**src/rtl/pwm_sync_pkg.sv**
```systemverilog
package pwm_sync_pkg;

  typedef enum logic [1:0] {
    MODE_UP   = 2'd0,
    MODE_SYM  = 2'd1,
    MODE_ASYM = 2'd2,
    MODE_RSV  = 2'd3
  } mode_e;

  // Bit order is the software-visible control layout (mode in bits 1:0).
  typedef struct packed {
    logic  ovr_b_val;
    logic  ovr_b_en;
    logic  ovr_a_val;
    logic  ovr_a_en;
    logic  sync_sel;
    logic  phase_en;
    mode_e mode;
  } ctl_t;

  localparam int CTL_W = $bits(ctl_t);

  localparam logic [2:0] ADDR_PER   = 3'd0;
  localparam logic [2:0] ADDR_PHASE = 3'd1;
  localparam logic [2:0] ADDR_CMPA  = 3'd2;
  localparam logic [2:0] ADDR_CMPB  = 3'd3;
  localparam logic [2:0] ADDR_CTL   = 3'd4;

  function automatic logic is_updown(input mode_e m);
    return (m == MODE_SYM) || (m == MODE_ASYM);
  endfunction

endpackage

```
**src/rtl/pwm_sync_regs.sv**
```systemverilog
module pwm_sync_regs
  import pwm_sync_pkg::*;
#(
  parameter int CW = 16,
  parameter int AW = 3
) (
  input  logic          clk,
  input  logic          rst_n,
  input  logic          wr_en,
  input  logic [AW-1:0] wr_addr,
  input  logic [CW-1:0] wr_data,
  input  logic          shadow_load,
  output logic [CW-1:0] per_act,
  output logic [CW-1:0] cmpa_act,
  output logic [CW-1:0] cmpb_act,
  output logic [CW-1:0] per_shd,
  output logic [CW-1:0] phase_q,
  output ctl_t          ctl_q
);

  logic [CW-1:0] cmpa_shd, cmpb_shd;

  always_ff @(posedge clk) begin
    if (!rst_n) begin
      per_shd  <= '0;
      cmpa_shd <= '0;
      cmpb_shd <= '0;
      phase_q  <= '0;
      ctl_q    <= '0;
    end else if (wr_en) begin
      case (wr_addr)
        AW'(ADDR_PER):   per_shd  <= wr_data;
        AW'(ADDR_PHASE): phase_q  <= wr_data;
        AW'(ADDR_CMPA):  cmpa_shd <= wr_data;
        AW'(ADDR_CMPB):  cmpb_shd <= wr_data;
        AW'(ADDR_CTL):   ctl_q    <= ctl_t'(wr_data[CTL_W-1:0]);
        default: ;
      endcase
    end
  end

  // Active copies move only at the count-zero boundary.
  always_ff @(posedge clk) begin
    if (!rst_n) begin
      per_act  <= '0;
      cmpa_act <= '0;
      cmpb_act <= '0;
    end else if (shadow_load) begin
      per_act  <= per_shd;
      cmpa_act <= cmpa_shd;
      cmpb_act <= cmpb_shd;
    end
  end

endmodule

```
**src/rtl/pwm_sync_counter.sv**
```systemverilog
module pwm_sync_counter #(
  parameter int CW = 16
) (
  input  logic          clk,
  input  logic          rst_n,
  input  logic          updown,
  input  logic [CW-1:0] period,
  input  logic [CW-1:0] phase,
  input  logic          sync_load,
  output logic [CW-1:0] count,
  output logic          down
);

  // Returns {next_direction, next_count}.
  function automatic logic [CW:0] advance(input logic [CW-1:0] c,
                                          input logic          dn,
                                          input logic          ud,
                                          input logic [CW-1:0] p);
    logic [CW:0] r;
    if (!ud)
      r = {1'b0, (c >= p) ? {CW{1'b0}} : c + 1'b1};
    else if (p == '0)
      r = '0;
    else if (!dn)
      r = (c >= p) ? {1'b1, c - 1'b1} : {1'b0, c + 1'b1};
    else
      r = (c == '0) ? {1'b0, c + 1'b1} : {1'b1, c - 1'b1};
    return r;
  endfunction

  logic [CW:0] nxt;
  assign nxt = advance(count, down, updown, period);

  always_ff @(posedge clk) begin
    if (!rst_n) begin
      count <= '0;
      down  <= 1'b0;
    end else if (sync_load) begin
      count <= phase;
      down  <= 1'b0;
    end else begin
      count <= nxt[CW-1:0];
      down  <= nxt[CW];
    end
  end

endmodule

```
**src/rtl/pwm_sync_compare.sv**
```systemverilog
module pwm_sync_compare
  import pwm_sync_pkg::*;
#(
  parameter int CW = 16
) (
  input  logic [CW-1:0] count,
  input  logic          down,
  input  logic [CW-1:0] cmpa,
  input  logic [CW-1:0] cmpb,
  input  ctl_t          ctl,
  output logic          pwm_a,
  output logic          pwm_b
);

  function automatic logic below(input logic [CW-1:0] c, input logic [CW-1:0] t);
    return c < t;
  endfunction

  function automatic logic asym_level(input logic [CW-1:0] c, input logic dn,
                                      input logic [CW-1:0] ta, input logic [CW-1:0] tb);
    return dn ? (c >= tb) : (c >= ta);
  endfunction

  logic raw_a, raw_b;

  always_comb begin
    if (ctl.mode == MODE_ASYM) begin
      raw_a = asym_level(count, down, cmpa, cmpb);
      raw_b = ~raw_a;
    end else begin
      raw_a = below(count, cmpa);
      raw_b = below(count, cmpb);
    end
  end

  assign pwm_a = ctl.ovr_a_en ? ctl.ovr_a_val : raw_a;
  assign pwm_b = ctl.ovr_b_en ? ctl.ovr_b_val : raw_b;

endmodule

```
**src/rtl/pwm_sync_timer.sv**
```systemverilog
module pwm_sync_timer
  import pwm_sync_pkg::*;
#(
  parameter int CW = 16,
  parameter int AW = 3
) (
  input  logic          clk,
  input  logic          rst_n,
  input  logic          wr_en,
  input  logic [AW-1:0] wr_addr,
  input  logic [CW-1:0] wr_data,
  input  logic          sync_in,
  output logic          sync_out,
  output logic          sync_per,
  output logic [CW-1:0] count,
  output logic          count_down,
  output logic          pwm_a,
  output logic          pwm_b
);

  logic [CW-1:0] per_act, cmpa_act, cmpb_act, per_shd, phase_q;
  ctl_t          ctl_q;

  // Named internal events, visible to the bound checker.
  logic zero_evt, prd_evt, sync_load, shadow_load, updown;

  assign zero_evt    = (count == '0);
  assign prd_evt     = (count == per_act);
  assign sync_load   = sync_in & ctl_q.phase_en;
  assign shadow_load = zero_evt;
  assign updown      = is_updown(ctl_q.mode);

  pwm_sync_regs #(.CW(CW), .AW(AW)) regs_i (
    .clk(clk), .rst_n(rst_n), .wr_en(wr_en), .wr_addr(wr_addr), .wr_data(wr_data),
    .shadow_load(shadow_load), .per_act(per_act), .cmpa_act(cmpa_act),
    .cmpb_act(cmpb_act), .per_shd(per_shd), .phase_q(phase_q), .ctl_q(ctl_q)
  );

  pwm_sync_counter #(.CW(CW)) ctr_i (
    .clk(clk), .rst_n(rst_n), .updown(updown), .period(per_act), .phase(phase_q),
    .sync_load(sync_load), .count(count), .down(count_down)
  );

  pwm_sync_compare #(.CW(CW)) cmp_i (
    .count(count), .down(count_down), .cmpa(cmpa_act), .cmpb(cmpb_act),
    .ctl(ctl_q), .pwm_a(pwm_a), .pwm_b(pwm_b)
  );

  assign sync_out = ctl_q.sync_sel ? sync_in : zero_evt;
  assign sync_per = prd_evt;

endmodule

```
**config.mk**
```make
export PLATFORM = sky130hd
export DESIGN_NAME = pwm_sync_timer
export DESIGN_NICKNAME = d
export VERILOG_FILES = /design/src/rtl/pwm_sync_pkg.sv /design/src/rtl/pwm_sync_regs.sv /design/src/rtl/pwm_sync_counter.sv /design/src/rtl/pwm_sync_compare.sv /design/src/rtl/pwm_sync_timer.sv
export SDC_FILE = /design/constraint.sdc
export NUM_CORES = 1
export LEC_CHECK = 0
export BUFFER_PORTS_ARGS = -buffer_cell sky130_fd_sc_hd__buf_2
export CAP_MARGIN = 20
export CORE_ASPECT_RATIO = 0.7
export CORE_UTILIZATION = 40
export CTS_CLUSTER_SIZE = 12
export DETAILED_ROUTE_END_ITERATION = 10
export GPL_TIMING_DRIVEN = 1
export SKIP_CTS_REPAIR_TIMING = 1
export SYNTH_ARGS = -nofsm -noshare
export SYNTH_HDL_FRONTEND = slang
export SYNTH_SLANG_ARGS = --single-unit
```
**constraint.sdc**
```tcl
create_clock -name clk -period 2.8 [get_ports clk]
set_clock_uncertainty 0.1 [all_clocks]
set_input_delay 0.14 -clock clk [delete_from_list [all_inputs] [get_ports clk]]
set_output_delay 0.14 -clock clk [all_outputs]
set_load 0.02 [all_outputs]
```
Word-level counts from Yosys, hierarchy flattened
Cells that the tools add are included.
{"block": "classes", "n_addsub": 2, "n_mul": 0, "div": 0, "magnitude_cmp": 5, "eq_ne": 7, "shifts": 0, "n_mux": 13, "bitwise": 4, "reduce_logical": 10}
{"cell": "2-to-1 mux 16 bit", "n": 4}
{"cell": "2-to-1 mux 17 bit", "n": 3}
{"cell": "greater-or-equal comparator 16 bit", "n": 3}
{"cell": "logical NOT 16 bit", "n": 2}
{"cell": "less-than comparator 16 bit", "n": 2}
{"cell": "adder 16 x 1 -> 16 bit, second input constant", "n": 1}
{"cell": "== test 16 bit", "n": 1}
{"cell": "subtractor 16 x 1 -> 16 bit, second input constant", "n": 1}
{"cell": "AND reduction 2 bit", "n": 5}
{"cell": "== test 3 x 2 -> 1 bit, second input constant", "n": 2}
{"cell": "2-to-1 mux 1 bit", "n": 6}
{"cell": "OR reduction 4 bit", "n": 1}
{"cell": "== test 3 x 1 -> 1 bit, second input constant", "n": 1}
{"cell": "== test 3 bit, second input constant", "n": 1}
{"cell": "logical NOT 3 bit", "n": 1}
{"cell": "NOT 1 bit", "n": 3}
{"cell": "== test 2 x 1 -> 1 bit, second input constant", "n": 1}
{"cell": "== test 2 bit, second input constant", "n": 1}
{"cell": "bitwise AND 1 bit", "n": 1}
{"cell": "logical OR 1 bit", "n": 1}
{"block": "word_totals", "ff_bits": 137, "latch_bits": 0, "ramBits": 0, "romBits": 0, "input_bits": 23, "out_inout_bits": 21, "word_cells": 57, "memories": 0}

Longest topological paths before layout
{"block": "logic_depth", "ltp_word": 6, "mapped_depth": 10}

Hierarchy
A second synthesis with hierarchy kept.
{"block": "unflattened", "hier_cells": 809, "hier_area_um2": 7509.7}
{"mod": "pwm_sync_regs", "n_inst": 1, "cells_each": 411, "area_per_inst_um2": 4505.6, "seq_area_each_um2": 2402.3}
{"mod": "pwm_sync_counter", "n_inst": 1, "cells_each": 242, "area_per_inst_um2": 1875.5, "seq_area_each_um2": 340.3}
{"mod": "pwm_sync_compare", "n_inst": 1, "cells_each": 127, "area_per_inst_um2": 897.1, "seq_area_each_um2": 0.0}
{"mod": "pwm_sync_timer", "n_inst": 1, "cells_each": 29, "area_per_inst_um2": 231.5, "seq_area_each_um2": 0.0}

Worst setup path after synthesis
OpenSTA, ideal clock, no wires.
{"block": "synth_path", "path_kind": "reg-to-reg", "startpoint": "register ctr_i.count[0]", "endpoint": "register ctr_i.count[10]", "t_arrival_ns": 2.595, "slack_ns": 0.010, "stages_incl_launch_ff": 9, "path_buffers": 0, "period_less_slack_ns": 2.790, "path_cell_list": "dfxtp_1 > inv_1 > ha_1 > and4_1 > o31ai_1 > nand4_1 > a21o_1 > a221o_1 > a221oi_1"}
{"block": "synth_between", "elab_chain_cells": 6, "word_cells_on_any_way": 11}
{"item": "from (decl)", "line_no": "pwm_sync_counter.sv:10", "source": "output logic [CW-1:0] count,"}
{"item": "from (signal assigned)", "line_no": "pwm_sync_counter.sv:39", "source": "count <= phase;"}
{"item": "from (signal assigned)", "line_no": "pwm_sync_counter.sv:42", "source": "count <= nxt[CW-1:0];"}
{"item": "adder 16 x 1 -> 16 bit (tied with other cells)", "line_no": "pwm_sync_counter.sv:21, pwm_sync_counter.sv:25, pwm_sync_counter.sv:27"}
{"item": "2-to-1 mux 17 bit (on tied branches)", "line_no": "pwm_sync_counter.sv:25, pwm_sync_counter.sv:27"}
{"item": "2-to-1 mux 17 bit", "line_no": "pwm_sync_counter.sv:24", "source": "else if (!dn)"}
{"item": "2-to-1 mux 16 bit", "line_no": "pwm_sync_counter.sv:22", "source": "else if (p == '0)"}
{"item": "2-to-1 mux 16 bit *", "line_no": "pwm_sync_counter.sv:20", "source": "if (!ud)"}
{"item": "2-to-1 mux 16 bit *", "line_no": "pwm_sync_counter.sv:38", "source": "end else if (sync_load) begin"}
Every way passes the cells marked *; elsewhere a longest branch is shown, timed or not.
A chain may end at the register's enable or synchronous reset.

Final worst setup path
{"block": "layout_path", "startpoint": "register ctr_i.count[13]", "endpoint": "output pwm_b"}
{"block": "layout_between", "elab_chain_cells": 5, "word_cells_on_any_way": 7}
{"item": "greater-or-equal comparator 16 bit", "line_no": "pwm_sync_compare.sv:21", "source": "return dn ? (c >= tb) : (c >= ta);"}
{"item": "2-to-1 mux 1 bit", "line_no": "pwm_sync_compare.sv:21"}
{"item": "NOT 1 bit", "line_no": "pwm_sync_compare.sv:29", "source": "raw_b = ~raw_a;"}
{"item": "2-to-1 mux 1 bit *", "line_no": "pwm_sync_compare.sv:27", "source": "if (ctl.mode == MODE_ASYM) begin"}
{"item": "2-to-1 mux 1 bit *", "line_no": "pwm_sync_compare.sv:37", "source": "assign pwm_b = ctl.ovr_b_en ? ctl.ovr_b_val : raw_b;"}
{"item": "to (decl)", "line_no": "pwm_sync_timer.sv:18", "source": "output logic pwm_b"}
Marks and branches as above.

==> flow_metrics.py <==
metrics = {
    "floorplan": {
        "die_h_um": 113,
        "initial_core_util": 0.411,
        "die_w_um": 161,
        "rows": 40,
        "die-area_um2": 18200,
        "core_um2": 17200,
        "io-pin-count": 44,
    },
    "worst_setup_path": {
        "critPathSlowestCell": "ha_1",
        "crit_top_cell": "nand3_1",
        "cpLargestDelayFamily": "compound AO/OA/AOI/OAI gates",
        "rrSetupSlack_ns": 0.06,
        "worst_r2r_path_depth": 10,
        "critPathKind": "flop to output pin",
        "cp.required_ns": 2.56,
        "r2r-end": "ctr_i.count[9]",
        "endpoint_kind": "output pin",
        "crit_arrival_ns": 2.50,
        "crit_buf_inv": 2,
        "path_cells": "buf_4 > ha_1 > nand3_4 > nor2_4 > nand3_1 > o211a_1 > nand3_1 > o311ai_2 > a22o_1 > buf_6",
        "max_stage_delay_ns": 0.34,
        "r2r-start": "regs_i.per_act[10]",
        "startpoint_type": "flop",
        "crit_path_start": "ctr_i.count[13]",
        "crit_fanout": 12,
    },
    "synth": {
        "synth_cell_types": 58,
        "yosysMostFrequentCell": "nand2_1",
        "yosys.area_share.simple": 0.246,
        "syn_area_um2": 7080,
        "synth_edf_count": 0,
        "synth_commonest_cells": "nand2_1 (273), a21oi_1 (150), dfxtp_1 (137), inv_1 (54), ha_1 (51)",
        "syn_avg_cell_area_um2": 7.57,
        "yosys.area.top_type": "dfxtp_1",
        "synthCells": 935,
        "synth-seq-cells": 137,
        "synth_nets": 1009,
        "ys_async_sr_fraction": 0,
        "synth.top_cell.area_share": 0.388,
        "synth_top_family_by_area": "simple AND/OR/NAND/NOR gates",
        "synth_compound_area_frac": 0.202,
        "ys_seq_area_frac": 0.388,
        "yosys.area_share.xor_xnor": 0.0124,
        "synth.area.top_cells": "dfxtp_1 (39%), nand2_1 (14%), a21oi_1 (11%)",
        "yosys_warnings": 0,
        "muxShareOfSynthArea": 0,
        "synth_fa_ha_area_frac": 0.0902,
        "dominantRegCellSynth": "dfxtp_1",
    },
    "global_routing": {
        "grt_pass1_wl_mm": 33.8,
        "grt_overflow": 0,
        "antenna_found_initial": 0,
        "grt_usage": 0.239,
        "first_global_vias": 6145,
        "grt_max_degree": 76,
    },
    "cts": {
        "htree_levels": 4,
        "clk_latency_ns": 0.42,
        "cts_tree": "done",
        "cts_buffer_depth": 2,
        "cts_made_buffers": 17,
        "cts_sinks": 137,
        "cts.clk_slew.worst_paths_ns": 0.06,
        "cts_root_buf": "clkbuf_16",
    },
    "placed_design": {
        "place_congestion": 0.875,
        "place_hpwl_mm": 15.5,
        "io_buffer_count": 43,
    },
    "final_layout": {
        "area.growth.synth_to_final_pct": 25.3,
        "antenna_cells": 0,
        "multiInputGateArea_um2": 4130,
        "drive_gt1_frac": 0.177,
        "fin_nets": 1088,
        "seqCellArea_um2": 2770,
        "fillCellCount": 1713,
        "utilization": 0.515,
    },
    "pwr": {
        "p_per_area_nw_per_um2": 670,
        "power_leakage_uw": 0.00339,
        "ir_worst_vdd_mv": 0.321,
    },
    "route": {
        "remaining_drc_errors": 0,
        "dr_wl_met3_mm": 1.33,
        "ant_nets": 0,
        "drtPass1Iterations": 5,
        "dr.max_layer_used": "met4",
        "vias": 6750,
        "vias_per_cell": 5.37,
        "post_drt_wl_per_cell_um": 17.4,
        "drtIter0Drc": 453,
        "wl_met1_mm": 11.3,
        "drt-total-wl_mm": 21.8,
        "met2_wirelength_mm": 9.13,
    },
    "timing": {
        "slew_headroom": 0.461,
        "fin_crit_ns": 2.74,
        "fin_crit_sh": 0.980,
        "worst_slew_pin_slew_ns": 0.809,
        "setup_tns_ns": 0,
        "fmax_ghz": 0.365,
        "hold_violations": 0,
        "fin_hold_ws_ns": 0.00758,
        "rsz0062_at_grt": "yes",
        "slew_violations": 0,
        "setup_viol": 0,
    },
    "outcome": {
        "status": "completed",
    },
    "hold_path": {
        "hold_start": "rst_n",
        "hold_depth": 3,
        "hp-class": "input port to flop",
        "hold_end": "ctr_i.count[6]",
    },
    "run": {
        "drv_cap": 0,
    },
}
==> cell type report <==
type | count | area share
Clock inverter | 11 | 0.0222
Tap cell | 231 | 0.0326
Timing Repair Buffer | 115 | 0.0922
Inverter | 54 | 0.0232
Sequential cell | 137 | 0.312
Clock buffer | 19 | 0.0511
Multi-Input combinational cell | 689 | 0.466
==> metrics by stage <==
| stage | std cells | setup slack, ns | power [uW] | area, um^2 |
|---|---|---|---|---|
| 2_1_floorplan | 935 | 0.0101 | 2880 | 7080 |
| 3_3_place_gp | 1204 | 0.0596 | 3350 | 7730 |
| 3_5_place_dp | 1204 | 0.00839 | 3340 | 7730 |
| 4_1_cts | 1234 | -0.240 | 5820 | 8380 |
| 5_1_grt | 1256 | -0.105 | 6180 | 8860 |
| 6_report | 1256 | 0.0568 | 5940 | 8860 |
==> flip-flops by register name, summed over array words and instances (netlist names) <==
signal and cells:
ctr_i.count 16, regs_i.cmpa_act 16, regs_i.cmpa_shd 16, regs_i.cmpb_act 16, regs_i.cmpb_shd 16, regs_i.per_act 16
regs_i.per_shd 16, regs_i.phase_q 16, regs_i.ctl_q 8, ctr_i.down 1
==> routing by layer <==
layer | track usage | up-vias
met3 | 0.0400 | 9
met5 | 0 | -
met1 | 0.378 | 3158
li1 | - | 3374
met2 | 0.330 | 209
met4 | 0.0516 | 0
==> report_power, final <==
| part | total (uW) | internal [uW] | switching [uW] |
|---|---|---|---|
| registers | 2020 | 1990 | 31.5 |
| logic | 1440 | 519 | 918 |
| clock network | 2480 | 1620 | 856 |
| total | 5940 | 4130 | 1810 |
==> layout by cell type (no fill, tap or decap), types with 4 or more instances in the layout <==
cell / synthesis / routed
a21oi_1: 150 / 145
nor2_1: 20 / 19
dfxtp_4: 0 / 6
bufinv_16: 0 / 5
xnor2_1: 5 / 5
dlygate4sd3_1: 0 / 16
o211ai_1: 10 / 10
nor4_1: 9 / 8
a21o_1: 12 / 12
ha_1: 51 / 44
o21ai_0: 16 / 13
nand4_1: 10 / 10
ha_4: 0 / 7
and3_1: 7 / 6
o2111ai_1: 5 / 5
inv_1: 54 / 50
nor3_1: 11 / 10
nor2b_1: 4 / 4
nand2b_1: 4 / 4
o21a_1: 5 / 5
clkbuf_16: 0 / 17
and2_1: 7 / 6
buf_6: 1 / 5
xor2_1: 5 / 5
and4_1: 8 / 7
nand3_1: 22 / 18
a21oi_2: 0 / 4
nand2_1: 273 / 273
buf_2: 9 / 42
buf_4: 1 / 52
dfxtp_1: 137 / 128
==> kinds of logic after synthesis <==
| group | count (synthesis) |
|---|---|
| compound gates | 239 |
| xor+xnor | 10 |
| simple gates | 389 |
| buf+inv | 109 |
| fa+ha+maj | 51 |
| flops | 137 |
==> how the worst max path moves through the flow <==
stage                                 end  slack (ns)  depth (start not counted)
after detailed placement  ctr_i.count[10]       0.008                          9
final                               pwm_b        0.06                         10
after CTS                           pwm_b       -0.24                          8
after floorplan           ctr_i.count[10]        0.01                          8
after global placement    ctr_i.count[10]        0.06                          9
after global routing                pwm_b       -0.11                         10
==> worst min-delay path, cell delays in order <==
cell	delay, ns
buf_2	0.19
o21ai_0	0.10
a21oi_1	0.04
No activity file was read; power rests on OpenSTA's default activity.
